[src/rtl/busCmdPkg.sv]
package busCmdPkg;

  localparam int CODE_W = 3;

  localparam logic [CODE_W-1:0] CODE_INTA  = 3'b000;
  localparam logic [CODE_W-1:0] CODE_IORD  = 3'b001;
  localparam logic [CODE_W-1:0] CODE_IOWR  = 3'b010;
  localparam logic [CODE_W-1:0] CODE_HALT  = 3'b011;
  localparam logic [CODE_W-1:0] CODE_FETCH = 3'b100;
  localparam logic [CODE_W-1:0] CODE_MEMRD = 3'b101;
  localparam logic [CODE_W-1:0] CODE_MEMWR = 3'b110;
  localparam logic [CODE_W-1:0] CODE_IDLE  = 3'b111;

  typedef enum logic [2:0] {
    PH_IDLE,
    PH_LATCH,
    PH_CMD,
    PH_DATA,
    PH_HALTWAIT
  } phase_t;

  typedef struct packed {
    logic capture;
    logic latchOn;
    logic cmdOn;
    logic earlyDe;
    logic lateDe;
    logic cycleOn;
  } ctlStrobes_t;

endpackage

[src/rtl/busCmdCtrl.sv]
module busCmdCtrl
  import busCmdPkg::*;
(
  input  logic        clk,
  input  logic        rstN,
  input  logic        startSeen,
  input  logic        passiveNow,
  input  logic        haltType,
  input  logic        ready,
  output ctlStrobes_t strb
);

  phase_t phase, phaseNext;

  always_comb begin
    phaseNext = phase;
    unique case (phase)
      PH_IDLE:     if (startSeen) phaseNext = PH_LATCH;
      PH_LATCH:    phaseNext = haltType ? PH_HALTWAIT : PH_CMD;
      PH_CMD: begin
        if (ready) phaseNext = passiveNow ? PH_IDLE : PH_DATA;
      end
      PH_DATA:     if (ready && passiveNow) phaseNext = PH_IDLE;
      PH_HALTWAIT: if (passiveNow) phaseNext = PH_IDLE;
      default:     phaseNext = PH_IDLE;
    endcase
  end

  always_ff @(posedge clk or negedge rstN) begin
    if (!rstN) phase <= PH_IDLE;
    else       phase <= phaseNext;
  end

  always_comb begin
    strb.capture = (phase == PH_IDLE) && startSeen;
    strb.latchOn = (phase == PH_LATCH);
    strb.cmdOn   = (phase == PH_CMD) || (phase == PH_DATA);
    strb.earlyDe = strb.cmdOn;
    strb.lateDe  = (phase == PH_DATA);
    strb.cycleOn = (phase == PH_LATCH) || strb.cmdOn;
  end

endmodule

[src/rtl/busCmdPath.sv]
module busCmdPath
  import busCmdPkg::*;
(
  input  logic              clk,
  input  logic              rstN,
  input  logic [CODE_W-1:0] statusCode,
  input  ctlStrobes_t       strb,
  output logic              startSeen,
  output logic              passiveNow,
  output logic              haltType,
  output logic              addrLatch,
  output logic              dataEn,
  output logic              dirTx,
  output logic              memRdN,
  output logic              memWrN,
  output logic              ioRdN,
  output logic              ioWrN,
  output logic              intAckN
);

  logic [CODE_W-1:0] prevCode;
  logic [CODE_W-1:0] cycType;
  logic isWrite, isReadish;

  always_ff @(posedge clk or negedge rstN) begin
    if (!rstN) begin
      prevCode <= CODE_IDLE;
      cycType  <= CODE_IDLE;
    end else begin
      prevCode <= statusCode;
      if (strb.capture) cycType <= statusCode;
    end
  end

  assign passiveNow = (statusCode == CODE_IDLE);
  assign startSeen  = (prevCode == CODE_IDLE) && !passiveNow;
  assign haltType   = (cycType == CODE_HALT);

  assign isWrite   = (cycType == CODE_IOWR) || (cycType == CODE_MEMWR);
  assign isReadish = (cycType == CODE_INTA) || (cycType == CODE_IORD) ||
                     (cycType == CODE_FETCH) || (cycType == CODE_MEMRD);

  assign addrLatch = strb.latchOn;
  assign dirTx     = strb.cycleOn && isWrite;
  assign dataEn    = (strb.earlyDe && isWrite) || (strb.lateDe && isReadish);

  assign memRdN  = !(strb.cmdOn && ((cycType == CODE_FETCH) || (cycType == CODE_MEMRD)));
  assign memWrN  = !(strb.cmdOn && (cycType == CODE_MEMWR));
  assign ioRdN   = !(strb.cmdOn && (cycType == CODE_IORD));
  assign ioWrN   = !(strb.cmdOn && (cycType == CODE_IOWR));
  assign intAckN = !(strb.cmdOn && (cycType == CODE_INTA));

endmodule

[src/rtl/busCmdGen.sv]
module busCmdGen
  import busCmdPkg::*;
(
  input  logic        clk,
  input  logic        rstN,
  input  logic [2:0]  statusCode,
  input  logic        ready,
  output logic        addrLatch,
  output logic        dataEn,
  output logic        dirTx,
  output logic        memRdN,
  output logic        memWrN,
  output logic        ioRdN,
  output logic        ioWrN,
  output logic        intAckN
);

  ctlStrobes_t strb;
  logic startSeen, passiveNow, haltType;

  busCmdCtrl u_ctrl (
    .clk        (clk),
    .rstN       (rstN),
    .startSeen  (startSeen),
    .passiveNow (passiveNow),
    .haltType   (haltType),
    .ready      (ready),
    .strb       (strb)
  );

  busCmdPath u_path (
    .clk        (clk),
    .rstN       (rstN),
    .statusCode (statusCode),
    .strb       (strb),
    .startSeen  (startSeen),
    .passiveNow (passiveNow),
    .haltType   (haltType),
    .addrLatch  (addrLatch),
    .dataEn     (dataEn),
    .dirTx      (dirTx),
    .memRdN     (memRdN),
    .memWrN     (memWrN),
    .ioRdN      (ioRdN),
    .ioWrN      (ioWrN),
    .intAckN    (intAckN)
  );

endmodule

[config.mk]
export PLATFORM = sky130hd
export DESIGN_NAME = busCmdGen
export DESIGN_NICKNAME = d
export VERILOG_FILES = /design/src/rtl/busCmdPkg.sv /design/src/rtl/busCmdCtrl.sv /design/src/rtl/busCmdPath.sv /design/src/rtl/busCmdGen.sv
export SDC_FILE = /design/constraint.sdc
export NUM_CORES = 1
export LEC_CHECK = 0
export ABC_AREA = 1
export BUFFER_PORTS_ARGS = -buffer_cell sky130_fd_sc_hd__buf_2
export CELL_PAD_IN_SITES_DETAIL_PLACEMENT = 0
export CELL_PAD_IN_SITES_GLOBAL_PLACEMENT = 1
export CORE_ASPECT_RATIO = 1.1
export CORE_UTILIZATION = 25
export CTS_CLUSTER_DIAMETER = 120
export DETAILED_ROUTE_END_ITERATION = 12
export PLACE_DENSITY = 0.67
export SLEW_MARGIN = 15
export SYNTH_ARGS = -nofsm -noshare
export SYNTH_HDL_FRONTEND = slang
export SYNTH_SLANG_ARGS = --single-unit
[constraint.sdc]
create_clock -name clk -period 1.9 [get_ports clk]
set_clock_uncertainty 0.15 [all_clocks]
set_input_delay 0.38 -clock clk [delete_from_list [all_inputs] [get_ports clk]]
set_output_delay 0.38 -clock clk [all_outputs]
set_load 0.01 [all_outputs]
==> results of run 1 <==
==> synth_stat cells (all sizes together) <==
library cell,n
nand2,15
inv,11
nor2,9
dfstp,6
nand3,6
nand4,5
a21oi,4
dfrtp,3
nor3,3
o21ai,2
o211ai,1
o21bai,1
==> layout make-up <==
class	count	share of cell area
Sequential cell	9	0.341
Timing Repair Buffer	17	0.142
Inverter	11	0.0638
Clock buffer	4	0.0383
Tap cell	27	0.0492
Multi-Input combinational cell	46	0.366
==> through the flow <==
step / std cells / hold slack (ns)
2_1_floorplan: 66 / -0.0656
3_3_place_gp: 106 / 0.0883
3_5_place_dp: 106 / 0.0895
4_1_cts: 111 / 0.0927
5_1_grt: 114 / 0.0758
6_report: 114 / 0.0976
==> worst min path at each step <==
stage,from,to,slack (ns)
2_1_floorplan,rstN,u_ctrl.phase[0],-0.07
3_3_place_gp,rstN,u_ctrl.phase[1],0.09
3_5_place_dp,rstN,u_ctrl.phase[2],0.09
4_1_cts,statusCode[2],u_path.prevCode[2],0.09
5_1_grt,statusCode[0],u_path.prevCode[0],0.08
6_report,statusCode[2],u_path.prevCode[2],0.1
==> sequential cells by signal, summed over array words and instances, names as in the netlist <==
| signal | flops |
|---|---|
| u_ctrl.phase | 3 |
| u_path.cycType | 3 |
| u_path.prevCode | 3 |
==> cells by family (layout without fill, tap and decap cells) <==
| logic type | count (synthesis) | count (layout) | share of synthesized area |
|---|---|---|---|
| AO/OA/AOI/OAI | 8 | 8 | 0.0968 |
| buffers and inverters | 11 | 32 | 0.0819 |
| AND/OR/NAND/NOR | 38 | 38 | 0.360 |
| flip-flops | 9 | 9 | 0.462 |
==> routing by layer <==
| layer | vias up | routed length (µm) |
|---|---|---|
| met3 | 4 | 69 |
| met4 | 0 | 19 |
| met2 | 11 | 608 |
| li1 | 260 | - |
| met5 | - | 0 |
| met1 | 235 | 501 |
==> repair_timing <==
item                       4_1_cts  5_1_grt
buffers inserted                 0        3
hold buffers                     1        0
gates resized for setup          0       12
setup endpoints to repair        0        4
hold endpoints to repair         3        0
==> where the power goes <==
group	internal (mW)	switching, mW	total (mW)
clock network	0.0812	0.0704	0.152
logic	0.208	0.297	0.506
registers	0.284	0.0848	0.369
total	0.574	0.452	1.03
==> qor.csv, run 1 <==
metric,value,unit
grt_max_degree,10,
worst-path-buf-inv,4,
fp.dieArea,2200,µm²
final_critical_path_setup_slack,0.0610,ns
grt_overflow_total,0,
met2_usage,0.206,
final.fill_count,213,
timing.max_slew.rel_slack,0.725,
max_cap_viol_count,0,
worst-slew-pin-transition,0.410,ns
power_density_over_the_cells,1490,nW/µm²
fmax,0.544,GHz
cp_top_family,flip-flops,
crit_path_end,ioRdN,
grt_first_pass_wirelength,1.97,mm
via_count_of_the_first_global_routing_pass,457,
post_synth_instance_area,504,µm²
h-tree-depth,1,
global_route.usage.total,0.130,
drt-pass1-iter-count,4,
library_cell_appearing_most_often_on_the_critical_path,sky130_fd_sc_hd__buf_4,
numPortBuffers,13,
crit_path_cell_trace,inv_4 > buf_4 > buf_4 > nand4_1 > buf_2,
clk_pin_slew_worst_paths,0.06,ns
rr_worst_depth,5,
critical_path_peak_fanout,4,
antenna_violation_net_count_after_detailed_routing,0,
fp.coreArea,1840,µm²
initial_core_util,0.274,
ys_seq_elements,9,
maxSlewViolCount,0,
path_depth,5,
hold_path_depth,1,
cts_tree,built,
min-delay-path-class,primary input to register,
busiest_layer,met2,
placement.setup.worst_slack,0.317,ns
area.growth.synth_to_final,36.2,%
syn_nets,72,
root_buffer,sky130_fd_sc_hd__clkbuf_4,
fin_total_pwr,1.03,mW
multiInputGateArea,251,µm²
post-route-cell-area,687,µm²
tritoncts_num_sinks,9,
max_stage_delay,0.54,ns
total_number_of_vias,510,
critical_path.startpoint,u_path.cycType[1],
timing.rr.end,u_ctrl.phase[1],
report.final.hold_viol_count,0,
gp_weighted_congestion,0.775,
worst_ep_arrival_time,1.31,ns
setup.reg_to_reg.worst_slack,0.43,ns
die-height,49.1,µm
setup_viol,0,
most_area_hungry_cell_type_in_the_yosys_netlist,sky130_fd_sc_hd__dfstp_2,
fin_crit,1.84,ns
setup-tns-final,0,ns
cellLeakagePower,0.333,nW
placed_cell_area,603,µm²
sort_of_element_at_the_start_of_the_critical_path,register,
ys.warnings.count,0,
drive_above_1_share,0.448,
fin_crit_sh,0.968,
synth.top_cell.area_share,0.313,
max-clock-path-buffers,2,
synthesis.instances,66,
regToRegStartpoint,u_path.cycType[0],
finish.net_count,94,
met3_usage,0.0667,
post_synthesis_sequential_area_ratio,0.462,
finalCoreUtilization,0.373,
post-route-drc-count,0,
number_of_antenna_violations_at_the_first_check_in_global_routing,0,
wire_per_inst,10.5,µm
die-width,44.8,µm
tritoncts.num_buffers,3,
synth_cell_types,16,
seq_area,234,µm²
status,"finished, final reports clean",
worst_ir_drop_vdd,0.637,mV
timing.critical_path.to_type,primary output,
synth_area_leaders,"sky130_fd_sc_hd__dfstp_2, sky130_fd_sc_hd__dfrtp_1, sky130_fd_sc_hd__nand2_1",
critical_path_top_delay_cell,sky130_fd_sc_hd__dfstp_2,
route.final.wire_length,1.20,mm
worstSetupPathType,register to primary output,
met1_resource_use_gr,0.146,
postSynthAreaPerCell,7.64,µm²
placementRows,16,
io-pin-count,14,
most-common-layout-cells,"sky130_fd_sc_hd__nand2_1, sky130_fd_sc_hd__buf_2, sky130_fd_sc_hd__inv_1, sky130_fd_sc_hd__nor2_1, sky130_fd_sc_hd__dfstp_2",
violation_count_after_the_first_detailed_route_iteration,8,
critical_path_required,1.37,ns
diode_insertion_count_for_antenna_repair,0,
hpwlAfterDp,908,µm
layout.cells.most_common,sky130_fd_sc_hd__nand2_1,
vias_per_cell,4.47,
worstSkewPairLatency,0.27,ns
(Power assumes the default switching activity.)
==> run 2, diff against run 1 <==
CORE_ASPECT_RATIO = default   (was 1.1)
CORE_UTILIZATION = 36   (was 25)
PLACE_DENSITY = 0.87   (was 0.67)
==> run 2 against run 1 <==
  * Flip-flop and latch count is the same
  * Worst hold slack better by 0.024 ns
  * Power shrank 11%
  * Maximum frequency grew 2.6%
  * Core utilization is 11 points higher
  * Critical path depth unchanged
  * Critical path type unchanged
  * Register-to-register slack improved by 0.08 ns
  * Sequential power shrank 5%
  * Wire length decreased by 14%
  * Final area decreased by 8.7%
  * Largest power group unchanged
  * Global-route usage up 2.1 points
  * Count of clock-buffer cells in the layout unchanged
==> qor.csv, run 2 (synthesized netlist as in run 1, its figures left out) <==
metric,value,unit,change
multiInputGateArea,233,µm²,was 251 µm²
layout.cells.most_common,sky130_fd_sc_hd__nand2_1,,unchanged
die-width,39.4,µm,was 44.8 µm
regToRegStartpoint,u_path.cycType[0],,unchanged
maxSlewViolCount,0,,unchanged
fin_crit_sh,0.943,,was 0.968
violation_count_after_the_first_detailed_route_iteration,11,,was 8
total_number_of_vias,484,,was 510
finish.net_count,91,,was 94
sort_of_element_at_the_start_of_the_critical_path,register,,unchanged
tritoncts_num_sinks,9,,unchanged
h-tree-depth,1,,unchanged
timing.max_slew.rel_slack,0.750,,was 0.725
status,"finished, final reports clean",,unchanged
grt_first_pass_wirelength,1.55,mm,was 1.97 mm
critical_path.startpoint,u_path.cycType[1],,unchanged
cts_tree,built,,unchanged
post-route-cell-area,627,µm²,was 687 µm²
worst-slew-pin-transition,0.373,ns,was 0.410 ns
fmax,0.558,GHz,was 0.544 GHz
wire_per_inst,10.4,µm,was 10.5 µm
seq_area,233,µm²,was 234 µm²
numPortBuffers,13,,unchanged
grt_overflow_total,0,,unchanged
hpwlAfterDp,778,µm,was 908 µm
global_route.usage.total,0.150,,was 0.130
clock_power_share,0.157,,was 0.148
die-height,39.4,µm,was 49.1 µm
timing.critical_path.to_type,primary output,,unchanged
power_density_over_the_cells,1450,nW/µm²,was 1490 nW/µm²
placed_cell_area,588,µm²,was 603 µm²
crit_path_end,dirTx,,was ioRdN
setup.reg_to_reg.worst_slack,0.51,ns,was 0.43 ns
route.final.wire_length,1.03,mm,was 1.20 mm
most-common-layout-cells,"sky130_fd_sc_hd__nand2_1, sky130_fd_sc_hd__buf_2, sky130_fd_sc_hd__inv_1, sky130_fd_sc_hd__nor2_1, sky130_fd_sc_hd__dfstp_2",,unchanged
intPower,0.516,mW,was 0.574 mW
fin_crit,1.79,ns,was 1.84 ns
timing.rr.end,u_ctrl.phase[1],,unchanged
cellLeakagePower,0.316,nW,was 0.333 nW
initial_core_util,0.388,,was 0.274
clk_pin_slew_worst_paths,0.06,ns,about the same
gp_weighted_congestion,0.750,,was 0.775
max_stage_delay,0.52,ns,was 0.54 ns
worst_ir_drop_vdd,0.543,mV,was 0.637 mV
vias_per_cell,4.89,,was 4.47
net-switching-power,0.392,mW,was 0.452 mW
setup_viol,0,,unchanged
largestRegisters,"u_ctrl.phase x3, u_path.cycType x3, u_path.prevCode x3",,unchanged
worst-path-buf-inv,3,,was 4
tritoncts.num_buffers,3,,unchanged
antenna_violation_net_count_after_detailed_routing,0,,unchanged
hold_path_depth,1,,unchanged
via_count_of_the_first_global_routing_pass,377,,was 457
rsz0062_at_grt,false,,
grt_max_degree,10,,unchanged
diode_insertion_count_for_antenna_repair,0,,unchanged
rr_worst_depth,5,,unchanged
area.growth.synth_to_final,24.3,%,was 36.2%
worst_ep_arrival_time,1.26,ns,was 1.31 ns
final.fill_count,140,,was 213
critical_path_required,1.37,ns,about the same
setup-tns-final,0,ns,unchanged
cp_top_family,flip-flops,,unchanged
crit_path_cell_trace,inv_2 > nor2_1 > inv_1 > nor3_1 > buf_2,,was inv_4 > buf_4 > buf_4 > nand4_1 > buf_2
net_switching_share_of_the_total_power,0.432,,was 0.441
critical_path_peak_fanout,7,,was 4
number_of_antenna_violations_at_the_first_check_in_global_routing,0,,unchanged
drive_above_1_share,0.345,,was 0.448
drt-pass1-iter-count,4,,unchanged
post-route-drc-count,0,,unchanged
max-clock-path-buffers,2,,unchanged
io-pin-count,14,,unchanged
report.final.hold_viol_count,0,,unchanged
fp.dieArea,1550,µm²,was 2200 µm²
path_depth,5,,unchanged
sequentialPowerShare,0.385,,was 0.360
worstSkewPairLatency,0.25,ns,was 0.27 ns
root_buffer,sky130_fd_sc_hd__clkbuf_4,,unchanged
placementRows,13,,was 16
worstSetupPathType,register to primary output,,unchanged
fraction_of_power_consumed_by_combinational_cells,0.458,,was 0.493
fp.coreArea,1300,µm²,was 1840 µm²
critical_path_top_delay_cell,sky130_fd_sc_hd__dfstp_2,,unchanged
min-delay-path-class,primary input to register,,unchanged
post_cts.repair.setup_buffers,0,,unchanged
max_cap_viol_count,0,,unchanged
==> run 2: per-layer routing <==
layer  GRT usage  vias to the layer above  routed length (µm)
li1            -                      253                   -
met1       0.209                      218                 483
met2       0.225                       11                 485
met3      0.0170                        2                  48
met4      0.0776                        0                   8
met5           0                        -                   0
==> run 2: worst min-delay path by stage <==
stage / slack [ns] / from / endpoint
6_report: 0.12 / statusCode[2] / u_path.prevCode[2]
5_1_grt: 0.11 / statusCode[1] / u_path.prevCode[1]
4_1_cts: 0.11 / statusCode[1] / u_path.prevCode[1]
3_5_place_dp: 0.09 / rstN / u_ctrl.phase[0]
3_3_place_gp: 0.09 / rstN / u_ctrl.phase[0]
2_1_floorplan: -0.07 / rstN / u_ctrl.phase[0]
==> run 2: stage by stage <==
stage	power [mW]	utilization	instances	hold WS, ns	worst slack (ns)
5_1_grt	0.993	0.482	99	0.108	0.0222
3_5_place_dp	0.759	0.452	94	0.0884	0.310
2_1_floorplan	0.645	-	66	-0.0656	0.379
4_1_cts	0.906	0.480	99	0.113	0.0313
6_report	0.909	0.482	99	0.122	0.108
3_3_place_gp	0.754	0.452	94	0.0900	0.340
==> run 2: area by class of cell <==
| type | instances | share of cell area |
|---|---|---|
| clock buffers | 4 | 0.0419 |
| inverters | 11 | 0.0659 |
| multi-input cells | 46 | 0.371 |
| flip-flops and latches | 9 | 0.371 |
| well taps | 15 | 0.0299 |
| repair buffers | 14 | 0.120 |
==> run 2: power groups by stage <==
| stage | Clock, mW | Combinational, mW | Sequential, mW |
|---|---|---|---|
| final | 0.143 | 0.416 | 0.350 |
| after global placement | 0 | 0.406 | 0.349 |
| after CTS | 0.147 | 0.414 | 0.346 |
| after detailed placement | 0 | 0.410 | 0.349 |
| after global routing | 0.155 | 0.479 | 0.359 |
| after floorplan | 0 | 0.309 | 0.335 |
==> run 2: timing repair <==
item,4_1_cts,5_1_grt
setup endpoints to repair,0,4
hold buffers,1,0
gates resized for setup,0,2
hold endpoints to repair,3,0
==> run 2: worst reg2reg max path, stage by stage, from the launching register on <==
cell and delay (ns):
sky130_fd_sc_hd__dfstp_2 0.54, sky130_fd_sc_hd__inv_1 0.07, sky130_fd_sc_hd__nor3_1 0.34, sky130_fd_sc_hd__o21ai_2 0.08, sky130_fd_sc_hd__nand2_1 0.07, sky130_fd_sc_hd__nand2_1 0.05
==> run 3, diff against run 2 <==
==> constraint.sdc (replaced) <==
create_clock -name clk -period 1.9 [get_ports clk]
set_clock_uncertainty 0.15 [all_clocks]
set_input_delay 0.095 -clock clk [delete_from_list [all_inputs] [get_ports clk]]
set_output_delay 0.095 -clock clk [all_outputs]
set_load 0.01 [all_outputs]
==> run 3 against run 2 <==
  * Core utilization is 2.2 points higher
  * Die area stayed put
  * Flip-flop and latch count stayed put
  * Worst hold slack worse by 0.068 ns
  * Register-to-register slack better by 0.03 ns
  * Non-clock buffer count is 3 higher
  * Highest routed layer unchanged
  * Critical path depth is 1 higher
  * Sequential share of layout area is 1.6 points lower
  * Largest cell class unchanged
  * Critical endpoint is now memWrN
  * Wire length is 0.58% lower
==> qor.csv, run 3 (synthesized netlist as in run 1, its figures left out) <==
metric,value,unit,change
vias_per_cell,4.86,,was 4.89
timing.rr.end,u_ctrl.phase[1],,unchanged
wire_per_inst,10.0,µm,was 10.4 µm
crit_path_cell_trace,inv_1 > nor2_1 > inv_1 > nor2_1 > nand2_1 > buf_2,,was inv_2 > nor2_1 > inv_1 > nor3_1 > buf_2
report.final.hold_viol_count,0,,unchanged
drive_above_1_share,0.322,,was 0.345
hold_path_startpoint,ready,,was statusCode[2]
fin_crit,1.60,ns,was 1.79 ns
via_count_of_the_first_global_routing_pass,433,,was 377
setup.reg_to_reg.worst_slack,0.54,ns,was 0.51 ns
max_stage_delay,0.51,ns,was 0.52 ns
setup-tns-final,0,ns,unchanged
grt_overflow_total,0,,unchanged
critical_path_required,1.65,ns,was 1.37 ns
fin_crit_sh,0.840,,was 0.943
max-clock-path-buffers,2,,unchanged
max_cap_viol_count,0,,unchanged
fp.dieArea,1550,µm²,unchanged
numPortBuffers,13,,unchanged
critical_path.startpoint,u_path.cycType[1],,unchanged
global_route.usage.total,0.180,,was 0.150
antenna_violation_net_count_after_detailed_routing,0,,unchanged
rr_worst_depth,5,,unchanged
h-tree-depth,1,,unchanged
path_depth,6,,was 5
power_density_over_the_cells,1380,nW/µm²,was 1450 nW/µm²
worst-slew-pin-transition,0.326,ns,was 0.373 ns
status,"finished, final reports clean",,unchanged
worstSkewPairLatency,0.26,ns,was 0.25 ns
most-common-layout-cells,"sky130_fd_sc_hd__nand2_1, sky130_fd_sc_hd__buf_2, sky130_fd_sc_hd__inv_1, sky130_fd_sc_hd__nor2_1, sky130_fd_sc_hd__dfstp_2",,unchanged
worst_ep_arrival_time,1.35,ns,was 1.26 ns
diode_insertion_count_for_antenna_repair,0,,unchanged
die-height,39.4,µm,unchanged
io-pin-count,14,,unchanged
cp_top_family,flip-flops,,unchanged
seq_area,233,µm²,unchanged
min-delay-path-class,primary input to register,,unchanged
largestRegisters,"u_ctrl.phase x3, u_path.cycType x3, u_path.prevCode x3",,unchanged
post_cts.repair.setup_buffers,0,,unchanged
maxSlewViolCount,0,,unchanged
setup_viol,0,,unchanged
cellLeakagePower,0.333,nW,was 0.316 nW
final.fill_count,136,,was 140
timing.critical_path.to_type,primary output,,unchanged
grt_max_degree,10,,unchanged
violation_count_after_the_first_detailed_route_iteration,6,,was 11
number_of_antenna_violations_at_the_first_check_in_global_routing,0,,unchanged
multiInputGateArea,230,µm²,was 233 µm²
worstSetupPathType,register to primary output,,unchanged
area.growth.synth_to_final,30.0,%,was 24.3%
tritoncts.num_buffers,3,,unchanged
initial_core_util,0.388,,unchanged
placementRows,13,,unchanged
drt-pass1-iter-count,4,,unchanged
finish.net_count,94,,was 91
die-width,39.4,µm,unchanged
clk_pin_slew_worst_paths,0.06,ns,about the same
postCtsResizedCells,0,,unchanged
sort_of_element_at_the_start_of_the_critical_path,register,,unchanged
grt_first_pass_wirelength,1.79,mm,was 1.55 mm
timing.hold.worst_endpoint,u_ctrl.phase[0],,was u_path.prevCode[2]
route.final.wire_length,1.02,mm,was 1.03 mm
fmax,0.627,GHz,was 0.558 GHz
worst_ir_drop_vdd,0.692,mV,was 0.543 mV
critical_path_peak_fanout,7,,unchanged
regToRegStartpoint,u_path.cycType[0],,unchanged
cts_tree,built,,unchanged
critical_path_top_delay_cell,sky130_fd_sc_hd__dfstp_2,,unchanged
gp_weighted_congestion,0.801,,was 0.750
root_buffer,sky130_fd_sc_hd__clkbuf_4,,unchanged
total_number_of_vias,496,,was 484
rsz0062_at_grt,false,,unchanged
finalCoreUtilization,0.504,,was 0.482
post-route-drc-count,0,,unchanged
timing.max_slew.rel_slack,0.781,,was 0.750
worst-path-buf-inv,3,,unchanged
fin_total_pwr,0.905,mW,was 0.909 mW
fp.coreArea,1300,µm²,unchanged
hpwlAfterDp,806,µm,was 778 µm
hold_path_depth,4,,was 1
cts_hold_buffers_added,4,,was 1
layout.cells.most_common,sky130_fd_sc_hd__nand2_1,,unchanged
tritoncts_num_sinks,9,,unchanged
## run 3: changes by cell type in the layout (fill, tap and decap cells not counted)
| cell | delta |
|---|---|
| sky130_fd_sc_hd__dlygate4sd3_1 | +3 |
| sky130_fd_sc_hd__clkbuf_1 | -1 |
| sky130_fd_sc_hd__clkinv_2 | +1 |
| sky130_fd_sc_hd__inv_1 | +1 |
| sky130_fd_sc_hd__inv_2 | -1 |
| sky130_fd_sc_hd__nor2_1 | +1 |
| sky130_fd_sc_hd__nor2_2 | -1 |
## run 3: per-layer routing
metal	track usage	vias up	share of wire
li1	-	262	-
met1	0.240	217	0.49
met2	0.242	13	0.42
met3	0.0170	4	0.048
met4	0.181	0	0.037
met5	0	-	0
## run 3: worst max-delay path by stage
stage	to	slack [ns]
2_1_floorplan	u_ctrl.phase[1]	0.62
3_3_place_gp	u_ctrl.phase[1]	0.54
3_5_place_dp	u_ctrl.phase[1]	0.54
4_1_cts	memWrN	0.29
5_1_grt	memWrN	0.19
6_report	memWrN	0.30
## run 3: stage by stage
stage / cell area (µm²) / setup slack, ns / hold WS [ns] / cells
global placement: 588 / 0.541 / -0.196 / 94
finish: 656 / 0.305 / 0.0533 / 102
floorplan: 504 / 0.622 / -0.351 / 66
detailed placement: 588 / 0.537 / -0.195 / 94
CTS: 656 / 0.290 / 0.0555 / 102
global route: 656 / 0.192 / 0.0620 / 102
## run 3: area by class of cell
| class | instances | area share |
|---|---|---|
| flip-flops and latches | 9 | 0.355 |
| repair buffers | 17 | 0.160 |
| well taps | 15 | 0.0286 |
| multi-input cells | 46 | 0.351 |
| clock buffers | 3 | 0.0344 |
| clock inverters | 1 | 0.00763 |
| inverters | 11 | 0.0630 |
## run 3: worst min-delay path, stage by stage
cell                      delay, ns
sky130_fd_sc_hd__buf_2         0.09
sky130_fd_sc_hd__nand4_1       0.09
sky130_fd_sc_hd__nand2_1       0.08
sky130_fd_sc_hd__a21oi_1       0.07
## run 3: report_power, final
| part | switching (mW) | internal, mW |
|---|---|---|
| Clock | 0.0689 | 0.0777 |
| Combinational | 0.255 | 0.156 |
| Sequential | 0.0656 | 0.281 |
